`config.mk`:
```
export PLATFORM = sky130hd
export DESIGN_NAME = ccd_timing_gen
export DESIGN_NICKNAME = d
export VERILOG_FILES = /design/src/rtl/ccd_tg_pkg.sv /design/src/rtl/ccd_phase_ctr.sv /design/src/rtl/ccd_pulse_unit.sv /design/src/rtl/ccd_line_ctr.sv /design/src/rtl/ccd_cfg_check.sv /design/src/rtl/ccd_timing_gen.sv
export SDC_FILE = /design/constraint.sdc
export NUM_CORES = 1
export LEC_CHECK = 0
export BUFFER_PORTS_ARGS = -buffer_cell sky130_fd_sc_hd__buf_2
export CAP_MARGIN = 0
export CORE_AREA = 2 2 119 109
export DETAILED_ROUTE_END_ITERATION = 8
export DIE_AREA = 0 0 121 111
export MAX_ROUTING_LAYER = met4
export PLACE_DENSITY = 0.78
export SYNTH_ARGS = -nofsm -noshare
export SYNTH_HDL_FRONTEND = slang
export SYNTH_SLANG_ARGS = --single-unit
```
`constraint.sdc`:
```
create_clock -name clk_i -period 4.3 [get_ports clk_i]
set_input_delay 0.215 -clock clk_i [delete_from_list [all_inputs] [get_ports clk_i]]
set_output_delay 0.215 -clock clk_i [all_outputs]
set_load 0.01 [all_outputs]
```
`src/rtl/ccd_tg_pkg.sv`:
```
package ccd_tg_pkg;

  typedef enum logic {
    RATE_SLOW = 1'b0,
    RATE_FAST = 1'b1
  } rate_e;

  localparam int unsigned N_PULSE   = 3;
  localparam int unsigned PULSE_RS  = 0;
  localparam int unsigned PULSE_CP1 = 1;
  localparam int unsigned PULSE_CP2 = 2;

  localparam int unsigned STAT_W      = 8;
  localparam int unsigned STAT_PAUSE  = 0;
  localparam int unsigned STAT_CFGERR = 1;

  localparam int unsigned LINE_END_MARGIN = 20;
  localparam int unsigned MIN_SAMPLE_GAP  = 2;

endpackage

```
`src/rtl/ccd_phase_ctr.sv`:
```
module ccd_phase_ctr #(
  parameter int unsigned SLOW_DIV = 24,
  parameter int unsigned FAST_DIV = 8,
  parameter int unsigned PH_W     = $clog2(SLOW_DIV)
) (
  input  logic            clk_i,
  input  logic            rst_ni,
  input  logic            rate_i,
  output logic [PH_W-1:0] ph_d_o,
  output logic            adv_o
);
  import ccd_tg_pkg::*;

  localparam logic [PH_W-1:0] SLOW_LAST = PH_W'(SLOW_DIV - 1);
  localparam logic [PH_W-1:0] FAST_LAST = PH_W'(FAST_DIV - 1);

  logic [PH_W-1:0] ph_q;
  logic            mode_q;
  logic            mode_chg;
  logic [PH_W-1:0] last_ph;

  always_comb begin
    mode_chg = (rate_i != mode_q);
    last_ph  = (mode_q == RATE_FAST) ? FAST_LAST : SLOW_LAST;
    adv_o    = !mode_chg && (ph_q == last_ph);
    if (mode_chg || adv_o) begin
      ph_d_o = '0;
    end else begin
      ph_d_o = ph_q + 1'b1;
    end
  end

  always_ff @(posedge clk_i or negedge rst_ni) begin
    if (!rst_ni) begin
      ph_q   <= '0;
      mode_q <= RATE_SLOW;
    end else begin
      ph_q   <= ph_d_o;
      mode_q <= rate_i;
    end
  end

endmodule

```
`src/rtl/ccd_pulse_unit.sv`:
```
module ccd_pulse_unit #(
  parameter int unsigned PH_W = 5
) (
  input  logic            clk_i,
  input  logic            rst_ni,
  input  logic [PH_W-1:0] ph_d_i,
  input  logic            chop_i,
  input  logic [PH_W-1:0] on_i,
  input  logic [PH_W-1:0] off_i,
  output logic            pulse_o
);

  logic chop_q;
  logic chop_d;
  logic in_win;
  logic pulse_d;

  always_comb begin
    if (on_i < off_i) begin
      in_win = (ph_d_i >= on_i) && (ph_d_i < off_i);
    end else if (on_i > off_i) begin
      in_win = (ph_d_i >= on_i) || (ph_d_i < off_i);
    end else begin
      in_win = 1'b0;
    end

    if (chop_i) begin
      chop_d = 1'b1;
    end else if (ph_d_i == on_i) begin
      chop_d = 1'b0;
    end else begin
      chop_d = chop_q;
    end

    pulse_d = in_win && !chop_d;
  end

  always_ff @(posedge clk_i or negedge rst_ni) begin
    if (!rst_ni) begin
      chop_q  <= 1'b0;
      pulse_o <= 1'b0;
    end else begin
      chop_q  <= chop_d;
      pulse_o <= pulse_d;
    end
  end

endmodule

```
`src/rtl/ccd_line_ctr.sv`:
```
module ccd_line_ctr #(
  parameter int unsigned PIX_W = 12
) (
  input  logic             clk_i,
  input  logic             rst_ni,
  input  logic             adv_i,
  input  logic [PIX_W-1:0] line_end_pos_i,
  input  logic [PIX_W-1:0] blk_start_i,
  input  logic [PIX_W-1:0] blk_end_i,
  input  logic [PIX_W-1:0] act_start_i,
  input  logic [PIX_W-1:0] dat_start_i,
  input  logic [PIX_W-1:0] dat_end_i,
  output logic             leol_d_o,
  output logic             line_end_o,
  output logic             blk_win_o,
  output logic             act_win_o,
  output logic             dat_win_o
);

  logic [PIX_W-1:0] pix_q;
  logic [PIX_W-1:0] pix_d;
  logic             blk_d;
  logic             act_d;
  logic             dat_d;

  always_comb begin
    leol_d_o = adv_i && (pix_q >= line_end_pos_i);
    if (leol_d_o) begin
      pix_d = '0;
    end else if (adv_i) begin
      pix_d = pix_q + 1'b1;
    end else begin
      pix_d = pix_q;
    end
    blk_d = (pix_d >= blk_start_i) && (pix_d < blk_end_i);
    act_d = (pix_d >= act_start_i) && (pix_d < dat_end_i);
    dat_d = (pix_d >= dat_start_i) && (pix_d < dat_end_i);
  end

  always_ff @(posedge clk_i or negedge rst_ni) begin
    if (!rst_ni) begin
      pix_q      <= '0;
      line_end_o <= 1'b0;
      blk_win_o  <= 1'b0;
      act_win_o  <= 1'b0;
      dat_win_o  <= 1'b0;
    end else begin
      pix_q      <= pix_d;
      line_end_o <= leol_d_o;
      blk_win_o  <= blk_d;
      act_win_o  <= act_d;
      dat_win_o  <= dat_d;
    end
  end

endmodule

```
`src/rtl/ccd_cfg_check.sv`:
```
module ccd_cfg_check #(
  parameter int unsigned SLOW_DIV = 24,
  parameter int unsigned FAST_DIV = 8,
  parameter int unsigned PH_W     = 5,
  parameter int unsigned PIX_W    = 12,
  parameter int unsigned N_PH     = 8
) (
  input  logic                      clk_i,
  input  logic                      rst_ni,
  input  logic                      rate_i,
  input  logic [N_PH-1:0][PH_W-1:0] phases_i,
  input  logic [PH_W-1:0]           ref_ph_i,
  input  logic [PH_W-1:0]           sig_ph_i,
  input  logic [PIX_W-1:0]          act_start_i,
  input  logic [PIX_W-1:0]          dat_start_i,
  input  logic [PIX_W-1:0]          dat_end_i,
  input  logic [PIX_W-1:0]          line_end_pos_i,
  input  logic [PIX_W-1:0]          hdiv_i,
  output logic                      err_d_o,
  output logic                      err_o
);
  import ccd_tg_pkg::*;

  localparam logic [PH_W-1:0] SLOW_LAST = PH_W'(SLOW_DIV - 1);
  localparam logic [PH_W-1:0] FAST_LAST = PH_W'(FAST_DIV - 1);
  localparam logic [PH_W-1:0] GAP_MIN   = PH_W'(MIN_SAMPLE_GAP);
  localparam logic [PIX_W:0]  MARGIN    = (PIX_W+1)'(LINE_END_MARGIN);

  logic [PH_W-1:0] lim;
  logic [N_PH-1:0] over;
  logic [PH_W-1:0] gap;
  logic            range_err;
  logic            gap_err;
  logic            margin_err;
  logic            start_err;
  logic            len_err;

  always_comb lim = (rate_i == RATE_FAST) ? FAST_LAST : SLOW_LAST;

  for (genvar g = 0; g < N_PH; g++) begin : g_range
    assign over[g] = (phases_i[g] > lim);
  end

  always_comb begin
    range_err  = |over;
    gap        = (ref_ph_i >= sig_ph_i) ? (ref_ph_i - sig_ph_i) : (sig_ph_i - ref_ph_i);
    gap_err    = (gap < GAP_MIN);
    margin_err = ({1'b0, line_end_pos_i} < ({1'b0, dat_end_i} + MARGIN));
    start_err  = (dat_start_i < act_start_i);
    len_err    = ({1'b0, dat_end_i} < ({1'b0, dat_start_i} + {1'b0, hdiv_i}));
    err_d_o    = range_err || gap_err || margin_err || start_err || len_err;
  end

  always_ff @(posedge clk_i or negedge rst_ni) begin
    if (!rst_ni) begin
      err_o <= 1'b0;
    end else begin
      err_o <= err_d_o;
    end
  end

endmodule

```
`src/rtl/ccd_timing_gen.sv`:
```
module ccd_timing_gen #(
  parameter int unsigned SLOW_DIV = 24,
  parameter int unsigned FAST_DIV = 8,
  parameter int unsigned PH_W     = 5,
  parameter int unsigned PIX_W    = 12
) (
  input  logic             clk_i,
  input  logic             rst_ni,
  input  logic             rate_i,
  input  logic [PH_W-1:0]  rs_on_i,
  input  logic [PH_W-1:0]  rs_off_i,
  input  logic [PH_W-1:0]  cp1_on_i,
  input  logic [PH_W-1:0]  cp1_off_i,
  input  logic [PH_W-1:0]  cp2_on_i,
  input  logic [PH_W-1:0]  cp2_off_i,
  input  logic [PH_W-1:0]  ref_ph_i,
  input  logic [PH_W-1:0]  sig_ph_i,
  input  logic [PIX_W-1:0] blk_start_i,
  input  logic [PIX_W-1:0] blk_end_i,
  input  logic [PIX_W-1:0] act_start_i,
  input  logic [PIX_W-1:0] dat_start_i,
  input  logic [PIX_W-1:0] dat_end_i,
  input  logic [PIX_W-1:0] line_end_pos_i,
  input  logic [PIX_W-1:0] hdiv_i,
  input  logic             pause_req_i,
  input  logic             resume_req_i,
  output logic             rs_o,
  output logic             cp1_o,
  output logic             cp2_o,
  output logic             ref_smp_o,
  output logic             sig_smp_o,
  output logic             blk_win_o,
  output logic             act_win_o,
  output logic             dat_win_o,
  output logic             line_end_o,
  output logic             pause_pend_o,
  output logic [7:0]       status_o,
  output logic             cfg_err_o
);
  import ccd_tg_pkg::*;

  localparam int unsigned N_PH = 2 * N_PULSE + 2;

  logic [PH_W-1:0]                 ph_d;
  logic                            adv;
  logic                            leol_d;
  logic                            err_d;
  logic [N_PULSE-1:0][PH_W-1:0]    on_arr;
  logic [N_PULSE-1:0][PH_W-1:0]    off_arr;
  logic [N_PULSE-1:0]              pulse;
  logic [N_PH-1:0][PH_W-1:0]       all_ph;
  logic                            ref_d;
  logic                            sig_d;
  logic                            pend_d;
  logic [STAT_W-1:0]               stat_d;

  ccd_phase_ctr #(
    .SLOW_DIV (SLOW_DIV),
    .FAST_DIV (FAST_DIV),
    .PH_W     (PH_W)
  ) u_phase (
    .clk_i  (clk_i),
    .rst_ni (rst_ni),
    .rate_i (rate_i),
    .ph_d_o (ph_d),
    .adv_o  (adv)
  );

  ccd_line_ctr #(
    .PIX_W (PIX_W)
  ) u_line (
    .clk_i          (clk_i),
    .rst_ni         (rst_ni),
    .adv_i          (adv),
    .line_end_pos_i (line_end_pos_i),
    .blk_start_i    (blk_start_i),
    .blk_end_i      (blk_end_i),
    .act_start_i    (act_start_i),
    .dat_start_i    (dat_start_i),
    .dat_end_i      (dat_end_i),
    .leol_d_o       (leol_d),
    .line_end_o     (line_end_o),
    .blk_win_o      (blk_win_o),
    .act_win_o      (act_win_o),
    .dat_win_o      (dat_win_o)
  );

  always_comb begin
    on_arr[PULSE_RS]   = rs_on_i;
    off_arr[PULSE_RS]  = rs_off_i;
    on_arr[PULSE_CP1]  = cp1_on_i;
    off_arr[PULSE_CP1] = cp1_off_i;
    on_arr[PULSE_CP2]  = cp2_on_i;
    off_arr[PULSE_CP2] = cp2_off_i;
    for (int k = 0; k < N_PULSE; k++) begin
      all_ph[2*k]     = on_arr[k];
      all_ph[2*k + 1] = off_arr[k];
    end
    all_ph[N_PH-2] = ref_ph_i;
    all_ph[N_PH-1] = sig_ph_i;
  end

  for (genvar g = 0; g < N_PULSE; g++) begin : g_pulse
    ccd_pulse_unit #(
      .PH_W (PH_W)
    ) u_pulse (
      .clk_i   (clk_i),
      .rst_ni  (rst_ni),
      .ph_d_i  (ph_d),
      .chop_i  (leol_d),
      .on_i    (on_arr[g]),
      .off_i   (off_arr[g]),
      .pulse_o (pulse[g])
    );
  end

  assign rs_o  = pulse[PULSE_RS];
  assign cp1_o = pulse[PULSE_CP1];
  assign cp2_o = pulse[PULSE_CP2];

  ccd_cfg_check #(
    .SLOW_DIV (SLOW_DIV),
    .FAST_DIV (FAST_DIV),
    .PH_W     (PH_W),
    .PIX_W    (PIX_W),
    .N_PH     (N_PH)
  ) u_cfg (
    .clk_i          (clk_i),
    .rst_ni         (rst_ni),
    .rate_i         (rate_i),
    .phases_i       (all_ph),
    .ref_ph_i       (ref_ph_i),
    .sig_ph_i       (sig_ph_i),
    .act_start_i    (act_start_i),
    .dat_start_i    (dat_start_i),
    .dat_end_i      (dat_end_i),
    .line_end_pos_i (line_end_pos_i),
    .hdiv_i         (hdiv_i),
    .err_d_o        (err_d),
    .err_o          (cfg_err_o)
  );

  always_comb begin
    ref_d = (ph_d == ref_ph_i);
    sig_d = (ph_d == sig_ph_i);
    if (resume_req_i) begin
      pend_d = 1'b0;
    end else if (pause_req_i) begin
      pend_d = 1'b1;
    end else begin
      pend_d = pause_pend_o;
    end
    stat_d              = '0;
    stat_d[STAT_PAUSE]  = pend_d;
    stat_d[STAT_CFGERR] = err_d;
  end

  always_ff @(posedge clk_i or negedge rst_ni) begin
    if (!rst_ni) begin
      ref_smp_o    <= 1'b0;
      sig_smp_o    <= 1'b0;
      pause_pend_o <= 1'b0;
      status_o     <= '0;
    end else begin
      ref_smp_o    <= ref_d;
      sig_smp_o    <= sig_d;
      pause_pend_o <= pend_d;
      if (leol_d) begin
        status_o <= stat_d;
      end
    end
  end

endmodule

```
* Yosys cells after proc, flatten, opt, wreduce, memory -nomap -nowiden
Index checks and enable logic that the tools add are counted.
Cells by class: add/subtract/negate cells 6, $lt $le $gt $ge 31, equality and inequality tests 7, multiplexer cells 20, reductions and logical operators 24
Operators by type and width (count):
- > comparator 5 bit | 11
- >= comparator 12 bit | 4
- < comparator 12 bit | 3
- == test 5 bit | 6
- < comparator 5 bit | 6
- < comparator 12 x 13 -> 1 bit | 2
- two-way mux 12 bit | 2
- >= comparator 5 bit | 4
- two-way mux 5 bit | 4
- two-way mux 1 bit | 14
- adder 12 x 12 -> 13 bit | 1
- adder 12 x 5 -> 13 bit, second input constant | 1
- adder 12 x 1 -> 12 bit, second input constant | 1
- logical AND 1 bit | 11
- subtractor 5 bit | 2
- logical OR 1 bit | 8
- OR reduction 8 bit | 1
- adder 5 x 1 -> 5 bit, second input constant | 1
- < comparator 5 x 2 -> 1 bit, second input constant | 1
- logical NOT 1 bit | 4
- inequality test 1 bit | 1
Storage, ports and cells: bits in registers 34, input bits 129, output and inout port bits 19, logic and storage cells 106

* Depth between registers and ports, before layout
depth in word-level cells 10, depth in mapped cells 15, mapped depth without buffers 15

* Modules after synthesis
A second synthesis with hierarchy kept.
Second synthesis, totals: cells, all modules 763, area, all modules 6283.5 µm²
Modules (own cells, without submodules):
- ccd_line_ctr | times used 1, cells each 298, area each 2421.1 µm²
- ccd_cfg_check | times used 1, cells each 259, area each 2019.4 µm²
- ccd_pulse_unit | times used 3, cells each 50, area each 415.4 µm²
- ccd_timing_gen | times used 1, cells each 30, area each 321.6 µm²
- ccd_phase_ctr | times used 1, cells each 26, area each 275.3 µm²

* Worst setup path before layout
No wires, ideal clock.
kind register -> register, start reg u_line.pix_q[0], end reg u_line.blk_win_o, library setup time 0.147 ns, arrival time 3.304 ns, path slack 0.849 ns, stages on the path, launching flop included 15, path buffers 0, clock period less this slack 3.451 ns, path through dfrtp_1 > inv_1 > ha_1 > nand2b_1 > a2111o_1 > a21o_1 > a21oi_2 > nand2_1 > o21ai_0 > ha_1 > nand2b_1 > a21oi_1 > or4_1 > a41oi_1 > a311oi_2
On the way: longest elaborated chain between the ends 5, elaborated cells between the ends (all ways) 8, classes of those cells 1 x add/sub; 3 x order compare; 2 x mux; 2 x reduce/logical
Ends and longest elaborated chain:
- start, declared | line ccd_line_ctr.sv:20 | logic [PIX_W-1:0] pix_q;
- start signal, assigned | line ccd_line_ctr.sv:48 | pix_q <= pix_d;
- adder 12 x 1 -> 12 bit / >= comparator 12 bit (equally long branches) | line ccd_line_ctr.sv:31, ccd_line_ctr.sv:27
- two-way mux 12 bit / logical AND 1 bit (equally long branches) | line ccd_line_ctr.sv:30, ccd_line_ctr.sv:27
- two-way mux 12 bit * | line ccd_line_ctr.sv:28 | if (leol_d_o) begin
- named net u_line.pix_d[2] | line ccd_line_ctr.sv:21 | logic [PIX_W-1:0] pix_d;
- >= comparator 12 bit / < comparator 12 bit (equally long branches) | line ccd_line_ctr.sv:35 | blk_d = (pix_d >= blk_start_i) && (pix_d < blk_end_i);
- logical AND 1 bit * | line ccd_line_ctr.sv:35
- named net u_line.blk_d | line ccd_line_ctr.sv:22 | logic blk_d;
- end signal, assigned | line ccd_line_ctr.sv:50 | blk_win_o <= blk_d;
- end, declared | line ccd_line_ctr.sv:15 | output logic blk_win_o,
The timed path passes the listed nets; every way through them passes the cells marked *. A chain may end at the register's enable or synchronous reset.

* Worst setup path in the final report
start reg u_line.pix_q[0], end reg u_line.dat_win_o
On the way: longest elaborated chain between the ends 5, elaborated cells between the ends (all ways) 8, classes of those cells 1 x add/sub; 3 x order compare; 2 x mux; 2 x reduce/logical
Ends and longest elaborated chain:
- adder 12 x 1 -> 12 bit / >= comparator 12 bit (equally long branches) | line ccd_line_ctr.sv:31, ccd_line_ctr.sv:27
- two-way mux 12 bit / logical AND 1 bit (equally long branches) | line ccd_line_ctr.sv:30, ccd_line_ctr.sv:27
- two-way mux 12 bit * | line ccd_line_ctr.sv:28
- named net u_line.pix_d[5] | line ccd_line_ctr.sv:21
- >= comparator 12 bit / < comparator 12 bit (equally long branches) | line ccd_line_ctr.sv:37 | dat_d = (pix_d >= dat_start_i) && (pix_d < dat_end_i);
- logical AND 1 bit * | line ccd_line_ctr.sv:37
- named net u_line.dat_d | line ccd_line_ctr.sv:24 | logic dat_d;
- end signal, assigned | line ccd_line_ctr.sv:52 | dat_win_o <= dat_d;
- end, declared | line ccd_line_ctr.sv:17 | output logic dat_win_o
Marked as above.

==> metrics.txt <==
Critical Path Start Type=flip-flop; CTS tree=yes; H-tree Lvls=2; Final TNS setup=0 ns; via count=6,095; Power Density=195 nW/um^2; unrepaired setup endpoints after global routing=no; Arrival @ worst endpoint=4.18 ns; layout cell share with drive strength beyond 1=19.0%; maximum VDD drop=0.137 mV; top_reg_cell synth=dfrtp_1; die width=121 um; Max Freq=251 MHz; Post-synth EDFFs=0; # IOs=148; Slew headroom=45.1%; Final Net Count=1,223; Total Wirelength=16,800 um; clk_lat worst skew=0.28 ns; Fin. Hold Viols=0; Least-Margin Pin Slew=0.823 ns; overall power=1.46 mW; first-pass GRT wire length=27,700 um; # resized after CTS=0; fin crit period=3.98 ns; Clock transition at path regs=0.06 ns; max_cap viols=0; Hold Path Class=in2async; synthesized area=6340 um^2; CTS sink cnt=34; TritonCTS Buffers=5; Worst Setup End Kind=flip-flop; Yosys cell types=68; Fin Clk Skew=0.00561 ns; final setup fails=0; initial antenna violation count=1; hpwl dp=14,200 um; total track usage=26.2%; remaining global-route overflow=0; port bufs=141; Hold Buf Count CTS=0; outcome=complete, no violations; synth-to-layout area growth=17.9%; FF+latch count, synth=34; syn avg cell area=8.34 um^2; maximum fanout along the worst path=6; leak pwr=4.23 nW; floorplan row count=39; Antenna Nets Post-Route=0; FFs w/ async S/R, synth=100%; initial core utilization=51.4%; DR iter-0 viols=408; die area=13,400 um^2; sequential area share after synthesis=13.4%; Clock Root Buffer=clkbuf_16; Max clock buf depth=2; Core Region=12,300 um^2; final cycle utilization of the critical path=92.5%; final estimated routing congestion in global placement=0.934; Die Y=111 um; Residual DRC=0; synth warn=0; largest net degree at the start of global routing=35; Syn Inst Count=760; vias in the first global route=5,893; Setup Buffers After CTS=0; via/cell ratio=5.64; CP Data Required Time=4.50 ns; max-slew violation count=0; critical path type=reg2reg; drt wl/cell=15.6 um; FILL cells=1,116; iteration count of the initial detailed-routing pass=5
placed cells by master (no fill, tap or decap), types with 4 or more instances in the layout:
cell and n:
clkbuf_16 5, conb_1 6, nor2_1 37, xor2_1 17, nor2b_1 5, o221ai_1 5, buf_4 11, nand2b_1 15
nand2_1 33, xnor2_1 24, inv_1 120, a21o_1 30, o21ai_0 33, nand3_1 23, o211ai_1 4, nand4_1 17
nor3_1 18, o2111ai_1 4, a221oi_1 6, a211o_1 4, a211oi_1 11, ha_1 177, and3_1 5, dfrtp_1 34
o21a_1 15, a21oi_1 42, a22o_1 4, buf_2 141
critical path, cell delays in order (launching register included):
cell       delay, ns
dfrtp_1         0.42
inv_1           0.06
ha_1            0.26
nand2b_1        0.14
a2111o_1        0.45
a21o_1          0.22
a21oi_2         0.24
a21oi_1         0.11
o2bb2ai_1       0.53
ha_1            0.36
a21o_1          0.16
a21o_1          0.17
a2111oi_0       0.39
o21ai_0         0.19
nor3_1          0.20
sequential cells by signal (all words and copies together), names as in the netlist:
name,cells
pause_pend_o,1
g_pulse.u_pulse.chop_q,3
u_line.pix_q,12
g_pulse.u_pulse.pulse_o,3
sig_smp_o,1
u_phase.ph_q,5
status_o,2
u_line.dat_win_o,1
u_line.line_end_o,1
u_line.blk_win_o,1
u_phase.mode_q,1
u_line.act_win_o,1
u_cfg.err_o,1
ref_smp_o,1
area by class of cell:
| cell class | count | area, um^2 | area share, % |
|---|---|---|---|
| Tap cell | 164 | 205 | 2.74 |
| Multi-Input combinational cell | 601 | 4990 | 66.7 |
| Clock inverter | 3 | 68.8 | 0.920 |
| Sequential cell | 34 | 851 | 11.4 |
| Antenna cell | 1 | 2.50 | 0.0335 |
| Clock buffer | 5 | 125 | 1.67 |
| Timing Repair Buffer | 152 | 788 | 10.5 |
| Inverter | 120 | 450 | 6.02 |
cells by family after synthesis:
group	after synthesis	synth area share (%)
simple gates	178	14.7
fa+ha+maj	180	35.9
other cells	1	0.0591
mux	1	0.178
buf+inv	130	8.23
compound gates	195	21.9
xor+xnor	41	5.66
flops	34	13.4
metrics by stage:
step / hold slack, ns / cells / setup WS, ns / cell area, um^2 / utilization [%]
CTS: 0.0563 / 1079 / 0.315 / 7480 / 60.6
global route: 0.0859 / 1080 / 0.0612 / 7480 / 60.6
global placement: 0.345 / 1071 / 0.502 / 7280 / 59.0
detailed placement: 0.355 / 1071 / 0.332 / 7280 / 59.0
floorplan: -0.0806 / 765 / 0.849 / 6360 / -
finish: 0.0232 / 1080 / 0.323 / 7480 / 60.6
where the power goes:
part           switching (mW)  total (mW)  internal, mW
logic                   0.347       0.632         0.286
registers             0.00901       0.343         0.334
clock network           0.147       0.480         0.333
Yosys cell counts (all sizes together) (3+ instances only):
| cell | n | area, um^2 |
|---|---|---|
| nor4 | 5 | 52.6 |
| a211o | 4 | 35.0 |
| nand2 | 33 | 124 |
| xor2 | 17 | 149 |
| ha | 177 | 2210 |
| inv | 120 | 450 |
| a211oi | 13 | 108 |
| o221ai | 5 | 43.8 |
| nand2b | 15 | 93.8 |
| nor2 | 39 | 151 |
| a21o | 30 | 225 |
| o21a | 15 | 113 |
| nor3b | 3 | 22.5 |
| and4 | 3 | 26.3 |
| xnor2 | 24 | 210 |
| nor2b | 5 | 31.3 |
| fa | 3 | 60.1 |
| o211ai | 4 | 30.0 |
| and3 | 5 | 31.3 |
| a21oi | 43 | 219 |
| a41o | 3 | 30.0 |
| buf | 10 | 71.3 |
| nand3b | 3 | 22.5 |
| dfrtp | 34 | 851 |
| a22o | 4 | 35.0 |
| a221oi | 6 | 52.6 |
| a221o | 3 | 30.0 |
| nor3 | 18 | 90.1 |
| a31oi | 3 | 18.8 |
| nand3 | 23 | 115 |
| nand4 | 17 | 106 |
| o2111ai | 4 | 35.0 |
| a2111oi | 3 | 26.3 |
| o21ai | 34 | 170 |
worst paths after layout:
| path | slack, ns | depth (start not counted) | start | endpoint |
|---|---|---|---|---|
| setup / recovery | 0.32 | 14 | u_line.pix_q[0]$_DFF_PN0_ | u_line.dat_win_o$_DFF_PN0_ |
| min in group clk_i | 0.09 | 2 | resume_req_i | pause_pend_o$_DFF_PN0_ |
| hold / removal | 0.02 | 1 | rst_ni | u_line.pix_q[3]$_DFF_PN0_ |
| hold reg to reg | 0.47 | 1 | g_pulse[0].u_pulse.chop_q$_DFF_PN0_ | g_pulse[0].u_pulse.chop_q$_DFF_PN0_ |
| setup reg to reg | 0.32 | 14 | u_line.pix_q[0]$_DFF_PN0_ | u_line.dat_win_o$_DFF_PN0_ |
| max in group asynchronous | 3.75 | 1 | rst_ni | g_pulse[0].u_pulse.chop_q$_DFF_PN0_ |
routing by layer:
layer  up-vias  GRT usage, %  routed length [um]
met4         0          6.90                 331
met1      2820          36.4                8000
met5         -             -                   0
met3        23          2.42                 979
li1       3074             -                   -
met2       178          41.0                7520
No activity file was read; power rests on OpenSTA's default activity.
